===== src/rtl/brk_pkg.sv =====
package brk_pkg;
  typedef enum logic [1:0] {ST_WATCH, ST_COAST, ST_HALT} trigState_t;

  typedef struct packed {
    logic loadCnt;
    logic decCnt;
  } ctlStrobe_t;

  localparam logic [2:0] MODE_A       = 3'd0;
  localparam logic [2:0] MODE_B       = 3'd1;
  localparam logic [2:0] MODE_EITHER  = 3'd2;
  localparam logic [2:0] MODE_A_AFT_B = 3'd3;
  localparam logic [2:0] MODE_B_AFT_A = 3'd4;
  localparam logic [2:0] MODE_OFF     = 3'd7;

  localparam logic [2:0] COAST_HIT_A  = 3'd1;
  localparam logic [2:0] COAST_HIT_B  = 3'd2;
  localparam logic [2:0] COAST_HIT_AB = 3'd3;
  localparam logic [2:0] COAST_MEM    = 3'd4;
  localparam logic [2:0] COAST_IO     = 3'd5;
  localparam logic [2:0] COAST_MEMIO  = 3'd6;

  localparam logic [2:0] REG_CTRL = 3'd4;
endpackage


===== src/rtl/brk_datapath.sv =====
module brk_datapath
  import brk_pkg::*;
#(
  parameter int ADDR_W = 16,
  parameter int STAT_W = 8,
  parameter int CNT_W  = 8
) (
  input  logic                         clk,
  input  logic                         rst_n,
  input  logic                         cfgWrEn,
  input  logic [2:0]                   cfgAddr,
  input  logic [ADDR_W+2*STAT_W-1:0]   cfgData,
  input  logic                         busValid,
  input  logic [ADDR_W-1:0]            busAddr,
  input  logic [STAT_W-1:0]            cpuStat,
  input  logic [STAT_W-1:0]            userStat,
  input  logic                         isMem,
  input  logic                         isIo,
  input  ctlStrobe_t                   strobe,
  output logic                         matchA,
  output logic                         matchB,
  output logic                         coastEv,
  output logic                         coastOn,
  output logic                         cntLast,
  output logic [2:0]                   modeSel,
  output logic                         hitA,
  output logic                         hitB
);
  localparam int WORD_W  = ADDR_W + 2 * STAT_W;
  localparam int N_UNITS = 2;
  localparam int CNT_LSB = 8;

  logic [N_UNITS-1:0][WORD_W-1:0] cmpVal;
  logic [N_UNITS-1:0][WORD_W-1:0] cmpCare;
  logic [N_UNITS-1:0]             unitMatch;
  logic [WORD_W-1:0]              busWord;
  logic [2:0]                     coastSel;
  logic [CNT_W-1:0]               coastN;
  logic [CNT_W-1:0]               cnt;

  assign busWord = {busAddr, cpuStat, userStat};

  for (genvar gi = 0; gi < N_UNITS; gi++) begin : g_unit
    always_ff @(posedge clk or negedge rst_n) begin
      if (!rst_n) begin
        cmpVal[gi]  <= '0;
        cmpCare[gi] <= '0;
      end else if (cfgWrEn) begin
        if (cfgAddr == 3'(2 * gi))     cmpVal[gi]  <= cfgData;
        if (cfgAddr == 3'(2 * gi + 1)) cmpCare[gi] <= cfgData;
      end
    end
    assign unitMatch[gi] = busValid && (((busWord ^ cmpVal[gi]) & cmpCare[gi]) == '0);
  end

  assign matchA = unitMatch[0];
  assign matchB = unitMatch[1];

  always_ff @(posedge clk or negedge rst_n) begin
    if (!rst_n) begin
      modeSel  <= MODE_OFF;
      coastSel <= '0;
      coastN   <= '0;
    end else if (cfgWrEn && cfgAddr == REG_CTRL) begin
      modeSel  <= cfgData[2:0];
      coastSel <= cfgData[6:4];
      coastN   <= cfgData[CNT_LSB +: CNT_W];
    end
  end

  always_comb begin
    unique case (coastSel)
      COAST_HIT_A:  coastEv = matchA;
      COAST_HIT_B:  coastEv = matchB;
      COAST_HIT_AB: coastEv = matchA | matchB;
      COAST_MEM:    coastEv = busValid & isMem;
      COAST_IO:     coastEv = busValid & isIo;
      COAST_MEMIO:  coastEv = busValid & (isMem | isIo);
      default:      coastEv = 1'b0;
    endcase
  end

  assign coastOn = (coastSel != 3'd0) && (coastSel != 3'd7) && (coastN != '0);
  assign cntLast = (cnt == CNT_W'(1));

  always_ff @(posedge clk or negedge rst_n) begin
    if (!rst_n) begin
      cnt  <= '0;
      hitA <= 1'b0;
      hitB <= 1'b0;
    end else begin
      hitA <= matchA;
      hitB <= matchB;
      if (strobe.loadCnt)     cnt <= coastN;
      else if (strobe.decCnt) cnt <= cnt - CNT_W'(1);
    end
  end
endmodule


===== src/rtl/brk_control.sv =====
module brk_control
  import brk_pkg::*;
(
  input  logic       clk,
  input  logic       rst_n,
  input  logic       cfgWrEn,
  input  logic       haltClr,
  input  logic       matchA,
  input  logic       matchB,
  input  logic       coastEv,
  input  logic       coastOn,
  input  logic       cntLast,
  input  logic [2:0] modeSel,
  output ctlStrobe_t strobe,
  output logic       haltReq
);
  trigState_t state;
  logic armed;
  logic trig;
  logic armSrc;
  logic quiet;

  always_comb begin
    unique case (modeSel)
      MODE_A:       begin trig = matchA;           armSrc = 1'b0;   end
      MODE_B:       begin trig = matchB;           armSrc = 1'b0;   end
      MODE_EITHER:  begin trig = matchA | matchB;  armSrc = 1'b0;   end
      MODE_A_AFT_B: begin trig = matchA & armed;   armSrc = matchB; end
      MODE_B_AFT_A: begin trig = matchB & armed;   armSrc = matchA; end
      default:      begin trig = 1'b0;             armSrc = 1'b0;   end
    endcase
  end

  assign quiet          = !haltClr && !cfgWrEn;
  assign strobe.loadCnt = quiet && state == ST_WATCH && trig && coastOn;
  assign strobe.decCnt  = quiet && state == ST_COAST && coastEv && !cntLast;
  assign haltReq        = (state == ST_HALT);

  always_ff @(posedge clk or negedge rst_n) begin
    if (!rst_n) begin
      state <= ST_WATCH;
      armed <= 1'b0;
    end else if (haltClr) begin
      state <= ST_WATCH;
      armed <= 1'b0;
    end else if (cfgWrEn) begin
      armed <= 1'b0;
      if (state == ST_COAST) state <= ST_WATCH;
    end else begin
      unique case (state)
        ST_WATCH: begin
          if (trig) begin
            armed <= 1'b0;
            state <= coastOn ? ST_COAST : ST_HALT;
          end else if (armSrc) begin
            armed <= 1'b1;
          end
        end
        ST_COAST: if (coastEv && cntLast) state <= ST_HALT;
        default: ;
      endcase
    end
  end
endmodule


===== src/rtl/brk_trigger_top.sv =====
module brk_trigger_top
  import brk_pkg::*;
#(
  parameter int ADDR_W = 16,
  parameter int STAT_W = 8,
  parameter int CNT_W  = 8
) (
  input  logic                       clk,
  input  logic                       rst_n,
  input  logic                       cfgWrEn,
  input  logic [2:0]                 cfgAddr,
  input  logic [ADDR_W+2*STAT_W-1:0] cfgData,
  input  logic                       busValid,
  input  logic [ADDR_W-1:0]          busAddr,
  input  logic [STAT_W-1:0]          cpuStat,
  input  logic [STAT_W-1:0]          userStat,
  input  logic                       isMem,
  input  logic                       isIo,
  input  logic                       haltClr,
  output logic                       hitA,
  output logic                       hitB,
  output logic                       haltReq
);
  ctlStrobe_t strobe;
  logic matchA, matchB, coastEv, coastOn, cntLast;
  logic [2:0] modeW;

  brk_datapath #(.ADDR_W(ADDR_W), .STAT_W(STAT_W), .CNT_W(CNT_W)) uDp (
    .clk(clk), .rst_n(rst_n), .cfgWrEn(cfgWrEn), .cfgAddr(cfgAddr), .cfgData(cfgData),
    .busValid(busValid), .busAddr(busAddr), .cpuStat(cpuStat), .userStat(userStat),
    .isMem(isMem), .isIo(isIo), .strobe(strobe), .matchA(matchA), .matchB(matchB),
    .coastEv(coastEv), .coastOn(coastOn), .cntLast(cntLast), .modeSel(modeW),
    .hitA(hitA), .hitB(hitB)
  );

  brk_control uCtl (
    .clk(clk), .rst_n(rst_n), .cfgWrEn(cfgWrEn), .haltClr(haltClr),
    .matchA(matchA), .matchB(matchB), .coastEv(coastEv), .coastOn(coastOn),
    .cntLast(cntLast), .modeSel(modeW), .strobe(strobe), .haltReq(haltReq)
  );
endmodule


===== config.mk =====
export PLATFORM = sky130hd
export DESIGN_NAME = brk_trigger_top
export DESIGN_NICKNAME = d
export VERILOG_FILES = /design/src/rtl/brk_pkg.sv /design/src/rtl/brk_datapath.sv /design/src/rtl/brk_control.sv /design/src/rtl/brk_trigger_top.sv
export SDC_FILE = /design/constraint.sdc
export NUM_CORES = 1
export LEC_CHECK = 0
export ABC_AREA = 1
export BUFFER_PORTS_ARGS = -buffer_cell sky130_fd_sc_hd__buf_2
export CORE_MARGIN = 2
export CORE_UTILIZATION = 35
export CTS_CLUSTER_DIAMETER = 200
export CTS_CLUSTER_SIZE = 25
export DETAILED_ROUTE_END_ITERATION = 16
export PLACE_DENSITY = 0.65
export SLEW_MARGIN = 30
export SYNTH_ARGS = -nofsm -noshare
export SYNTH_HDL_FRONTEND = slang
export SYNTH_SLANG_ARGS = --single-unit

===== constraint.sdc =====
create_clock -name clk -period 1.5 [get_ports clk]
set_input_delay 0.15 -clock clk [delete_from_list [all_inputs] [get_ports clk]]
set_output_delay 0.15 -clock clk [all_outputs]
set_load 0.02 [all_outputs]

### Yosys cells after proc, flatten, opt, wreduce, memory -nomap -nowiden

Index checks and enable logic that the tools add are counted.
Widths: inputs -> output; s select.

* add/subtract/negate cells: 1
* equal/unequal tests: 21
* muxes and demuxes: 17
* reductions and logical operators: 33
* bitwise operators: 11

Operator list (count)
* $and 32x32->32: 2
* $logic_not 32->1: 2
* $xor 32x32->32: 2
* $eq 3x2->1 const B: 6
* $mux 8: 2
* $eq 3x3->1 const B: 5
* $logic_and 1x1->1: 13
* $mux 2: 6
* $reduce_and 2->1: 5
* $eq 3x1->1 const B: 3
* $reduce_bool 3->1: 3
* $eq 8x1->1 const B: 1
* $reduce_bool 8->1: 1
* $sub 8x1->8 const B: 1
* $logic_not 3->1: 2
* $pmux 1 s6: 1
* $and 1x1->1: 5
* $mux 1: 5
* $pmux 1 s5: 1
* $ne 4x3->1 const B: 1
* $ne 4x4->1 const B: 1
* $pmux 2 s2: 1
* $reduce_and 4->1: 1
* $reduce_bool 4->1: 1
* 9 further kinds: 12

* bits of input ports: 74
* flip-flop bits (word level): 155
* output and inout port bits: 3

### Longest topological paths before layout

* depth in word-level cells: 11
* mapped depth: 16

### Modules after synthesis

Synthesis repeated with hierarchy kept, for this count alone.

* cells, all modules: 1014
* area total of the unflattened synthesis: 7668.6 um2

By module, submodules not included
* brk_datapath: sequential area each 3807.4 um2, area an instance 7369.6 um2, cells each 960, times used 1
* brk_control: sequential area each 75.1 um2, area an instance 299.0 um2, cells each 54, times used 1

### Worst setup path after synthesis

OpenSTA, ideal clock, no wires.

* path type: reg-to-reg
* from: register uDp.cmpVal[29] (netlist bit)
* to: register uDp.cnt[6]
* stages on the path, launching flop included: 15
* setup slack: -215 ps
* period minus slack after synthesis: 1715 ps
* data required time: 1376 ps
* arrival time: 1591 ps
* path buffers: 1
* cells stage by stage: dfrtp_1 or2_1 nand3_2 nand2_2 nor2_2 nand2_1 nor2_2 nand3_2 nand2_2 nand2_2 nand2_2 nand2_4 buf_6 nand3_1 nand3_1

* cells in the longest elaborated chain, start to end: 9

Ends and longest elaborated chain
* from (decl): RTL line brk_datapath.sv:33 `logic [N_UNITS-1:0][WORD_W-1:0] cmpVal;`
* from (signal, indexed assignment): RTL line brk_datapath.sv:49 `if (cfgAddr == 3'(2 * gi)) cmpVal[gi] <= cfgData;`
* $xor 32x32->32 (*): RTL line brk_datapath.sv:53 `assign unitMatch[gi] = busValid && (((busWord ^ cmpVal[gi]) & cmpCare[gi]) == '0);`
* $and 32x32->32 (*): RTL line brk_datapath.sv:53
* $logic_not 32->1 (*): RTL line brk_datapath.sv:53
* $logic_and 1x1->1 (*): RTL line brk_datapath.sv:53
* $or 1x1->1 or $and 1x1->1 (tied branches): RTL line brk_datapath.sv:75, brk_control.sv:27, brk_control.sv:28
* $pmux 1 s6 or $pmux 1 s5 (tied branches): RTL line brk_datapath.sv:72, brk_control.sv:24
* $logic_and 1x1->1, on equally long branches (2 in a row): RTL line brk_control.sv:36, brk_control.sv:35
* $reduce_bool 2->1 (no line) or $mux 8 (tied branches)
* to (signal assigned): RTL line brk_datapath.sv:94 `if (strobe.loadCnt) cnt <= coastN;`
* to (signal assigned): RTL line brk_datapath.sv:95 `else if (strobe.decCnt) cnt <= cnt - CNT_W'(1);`
* to (decl): RTL line brk_datapath.sv:39 `logic [CNT_W-1:0] cnt;`

Mark *: on every way between the ends. The rest lies on a longest branch, timed or not.
A chain may end at the register's enable or synchronous reset.

### Final worst setup path

* from: register uDp.cmpVal[59] (netlist bit)
* to: register uDp.cnt[5]

* cells in the longest elaborated chain, start to end: 9

Ends and longest elaborated chain (RTL line)
* $xor 32x32->32 (*): brk_datapath.sv:53
* $and 32x32->32 (*): brk_datapath.sv:53
* $logic_not 32->1 (*): brk_datapath.sv:53
* $logic_and 1x1->1 (*): brk_datapath.sv:53
* $or 1x1->1 or $and 1x1->1 (tied branches): brk_datapath.sv:75, brk_control.sv:27, brk_control.sv:29
* $pmux 1 s6 or $pmux 1 s5 (tied branches): brk_datapath.sv:72, brk_control.sv:24
* $logic_and 1x1->1, on equally long branches (2 in a row): brk_control.sv:36, brk_control.sv:35
* $reduce_bool 2->1 (no line) or $mux 8 (tied branches)

Marks and branches as above.

==> impl_metrics.env <==
export IMPL_critPathBufInv=2
export IMPL_critPathKind="flip-flop to flip-flop"
export IMPL_cp_data_required_time_ns=1.82
export IMPL_syn_inst=1114
export IMPL_startpoint_type="flip-flop"
export IMPL_synth_warnings=0
export IMPL_fin_crit_ns=2.01
export IMPL_fin_ws_ns=-0.505
export IMPL_die_height_um=156
export IMPL_htree_levels=4
export IMPL_max_stage_delay_ns=0.41
export IMPL_drt_iter0_markers=665
export IMPL_cts_path_max_buffers=2
export IMPL_p_leak_nw=5.68
export IMPL_power_density_nw_per_um2=1340
export IMPL_setup_viol=12
export IMPL_drc_errors=0
export IMPL_tritoncts="done"
export IMPL_peakVddDrop_mv=0.855
export IMPL_gp_congestion=0.917
export IMPL_status="complete, but fails checks"
export IMPL_fp_dieW_um=156
export IMPL_core_sq_um=22600
export IMPL_route_vias_total=7681
export IMPL_rsz0062_at_grt="yes"
export IMPL_hold_viol=0
export IMPL_crit_arrival_ns=2.32
export IMPL_start_util=0.356
export IMPL_slew_violations=0
export IMPL_track_usage=0.197
export IMPL_critPathMaxFanout=8
export IMPL_hp_class="input pin to flip-flop"
export IMPL_violations="setup timing"
export IMPL_timing_slew_headroom=0.738
export IMPL_viasPerCell=4.90
export IMPL_cts_sinks=155
export IMPL_routed_wl_um=23400
export IMPL_grt_max_degree=65
export IMPL_placed_cell_area_sq_um=9320
export IMPL_dieArea_sq_um=24200
export IMPL_grt_pass1_vias=7315
export IMPL_grt_overflow_total=0
export IMPL_stdcell_count=1569
export IMPL_critPathTopFamily="simple AND/OR/NAND/NOR gates"
export IMPL_ant_nets=0
export IMPL_syn_num_nets=1190
export IMPL_clk_pin_slew_ns=0.07
export IMPL_fin_setup_tns_ns=-5.00
export IMPL_cts_root_buf="clkbuf_16"
export IMPL_ys_seq_elements=155
export IMPL_crit_chain="or2_1 -> nand3_2 -> nand2_1 -> inv_1 -> nand2_1 -> nor2_1 -> nand3_1 -> nand2_1 -> nand2_1 -> nand2_2 -> o21bai_4 -> buf_6 -> nand3_2 -> nand3_2"
export IMPL_clk_latency_ns=0.44
export IMPL_fin_crit_sh=1.34
export IMPL_fmax_mhz=499
export IMPL_finalNetCount=1346
export IMPL_netlist_area_sq_um=8040
export IMPL_avgRoutedWirePerCell_um=14.9
export IMPL_worst_pin_slew_ns=0.392
export IMPL_final_area_sq_um=10700
export IMPL_avgSynthCellArea_sq_um=7.22
export IMPL_dpl_hpwl_um=16300
export IMPL_drv_cap=0
export IMPL_fp_row_count=55
export IMPL_yosysSeqAreaShare=0.483
export IMPL_place_inst=1519
export IMPL_dr_pass1_iters=5
export IMPL_grt_pass1_wl_um=37600
export IMPL_drive_above_1_share=0.256
export IMPL_port_buffers=76
export IMPL_slowest_stage="dfrtp_1"
export IMPL_cts_buffers=17
export IMPL_io_pins=77
export IMPL_syn_to_final_growth_pct=32.6
export IMPL_skew_ns=0.0126
export IMPL_yosysUniqueCellTypes=31
export IMPL_cpMostUsedCell="nand2_1"
export IMPL_antenna_found_initial=1
export IMPL_worstSetupEndpointType="flip-flop"
export IMPL_total_power_w=0.0142
routing by layer:
layer  wire (um)  up-vias  part of all wire  global-route usage
li1            -     3823                 -                   -
met1       11000     3634              0.47               0.270
met2       10700      180              0.46               0.313
met3        1020       44             0.044              0.0325
met4         596        0             0.026              0.0813
met5           0        -                 0                   0
cells in the mapped netlist (all sizes together):
cell type,number,area share
xor2,2,0.0022
ha,2,0.0031
o21ai,147,0.092
nand2,403,0.19
a21oi,4,0.0025
nor3,5,0.0031
o22ai,2,0.0016
clkinv,1,0.00062
dfstp,3,0.0098
clkbuf,26,0.012
nand3b,1,0.00093
o21bai,2,0.0033
nor2,82,0.042
dfrtp,152,0.47
or2,7,0.0054
o31ai,1,0.00093
buf,1,0.0014
nand3,101,0.067
nand4,14,0.011
a32oi,2,0.0022
xnor2,3,0.0033
nor4b,1,0.0011
inv,152,0.071
through the flow:
step	utilization	hold slack [ns]	setup slack [ns]
floorplan	-	-0.146	-0.215
global placement	0.413	0.0849	-0.506
detailed placement	0.413	0.0861	-0.509
CTS	0.452	0.0165	-0.435
global route	0.472	0.0435	-0.589
finish	0.472	0.0191	-0.505
layout make-up:
cell class	count	area, sq um
diodes	1	2.50
clock buffers	18	439
clock inverters	14	181
fillers	2220	11900
inverters	153	582
multi-input cells	780	4040
flip-flops and latches	155	3880
well taps	285	357
repair buffers	163	1170
what timing repair did:
action	CTS	global route
buffers inserted	2	14
gates resized for setup	50	86
gates cloned	1	0
hold buffers	1	0
pin swaps	20	53
setup endpoints to repair	13	13
hold endpoints to repair	106	0
power breakdown:
group          leakage, nW  switching (W)  total, W  internal [W]
logic                 3.43        0.00237   0.00410       0.00173
registers             1.96       0.000592   0.00557       0.00498
clock network        0.296        0.00187   0.00457       0.00269
total                 5.68        0.00483    0.0142       0.00941
registers in the layout, indices dropped and copies added, names as in the netlist, 2 cells and up:
register and count:
uDp.cmpCare 64, uDp.coastSel 3, uDp.cmpVal 64, uDp.coastN 8, uDp.cnt 8, uCtl.state 2, uDp.modeSel 3
worst min-delay path: cells and delay by family:
| kind | cells | cell delay [ns] |
|---|---|---|
| AOI/OAI and AO/OA | 1 | 0.14 |
| buffers and inverters | 2 | 0.12 |
kinds of logic after synthesis:
logic type	count (synthesis)	share of synthesized area
AND/OR/NAND/NOR	614	0.321
flip-flops	155	0.483
AO/OA/AOI/OAI	158	0.102
buffers and inverters	180	0.0851
adder cells (fa/ha/maj)	2	0.00311
XOR/XNOR	5	0.00545
cell usage in the layout, fill, tap and decap left out, drive strengths merged:
cell type / count
buf: 162
bufinv: 3
xor2: 2
diode: 1
clkinv: 4
nand4: 14
nor3: 5
or2: 7
dlygate4sd3: 1
a32oi: 2
nand2: 404
o22ai: 2
o21bai: 2
dfrtp: 152
o21ai: 147
xnor2: 3
dfstp: 3
a21oi: 4
nor2: 82
o31ai: 1
inv: 157
clkbuf: 18
nand3b: 1
ha: 2
clkinvlp: 3
nand3: 101
nor4b: 1
final timing paths:
kind / start / end / slack, ns / cells past startpoint
worst max register to register: uDp.cmpVal[59]$_DFFE_PN0P_ / uDp.cnt[5]$_DFFE_PN0P_ / -0.51 / 14
worst min-delay path: cfgData[24] / uDp.cmpVal[24]$_DFFE_PN0P_ / 0.02 / 3
max in group asynchronous: rst_n / uDp.cmpCare[44]$_DFFE_PN0P_ / 0.71 / 3
min in group asynchronous: rst_n / uDp.cnt[2]$_DFFE_PN0P_ / 0.20 / 2
worst max-delay path: uDp.cmpVal[59]$_DFFE_PN0P_ / uDp.cnt[5]$_DFFE_PN0P_ / -0.51 / 14
worst min register to register: uDp.cmpCare[1]$_DFFE_PN0P_ / uDp.cmpCare[1]$_DFFE_PN0P_ / 0.49 / 2
(Power assumes the default switching activity.)
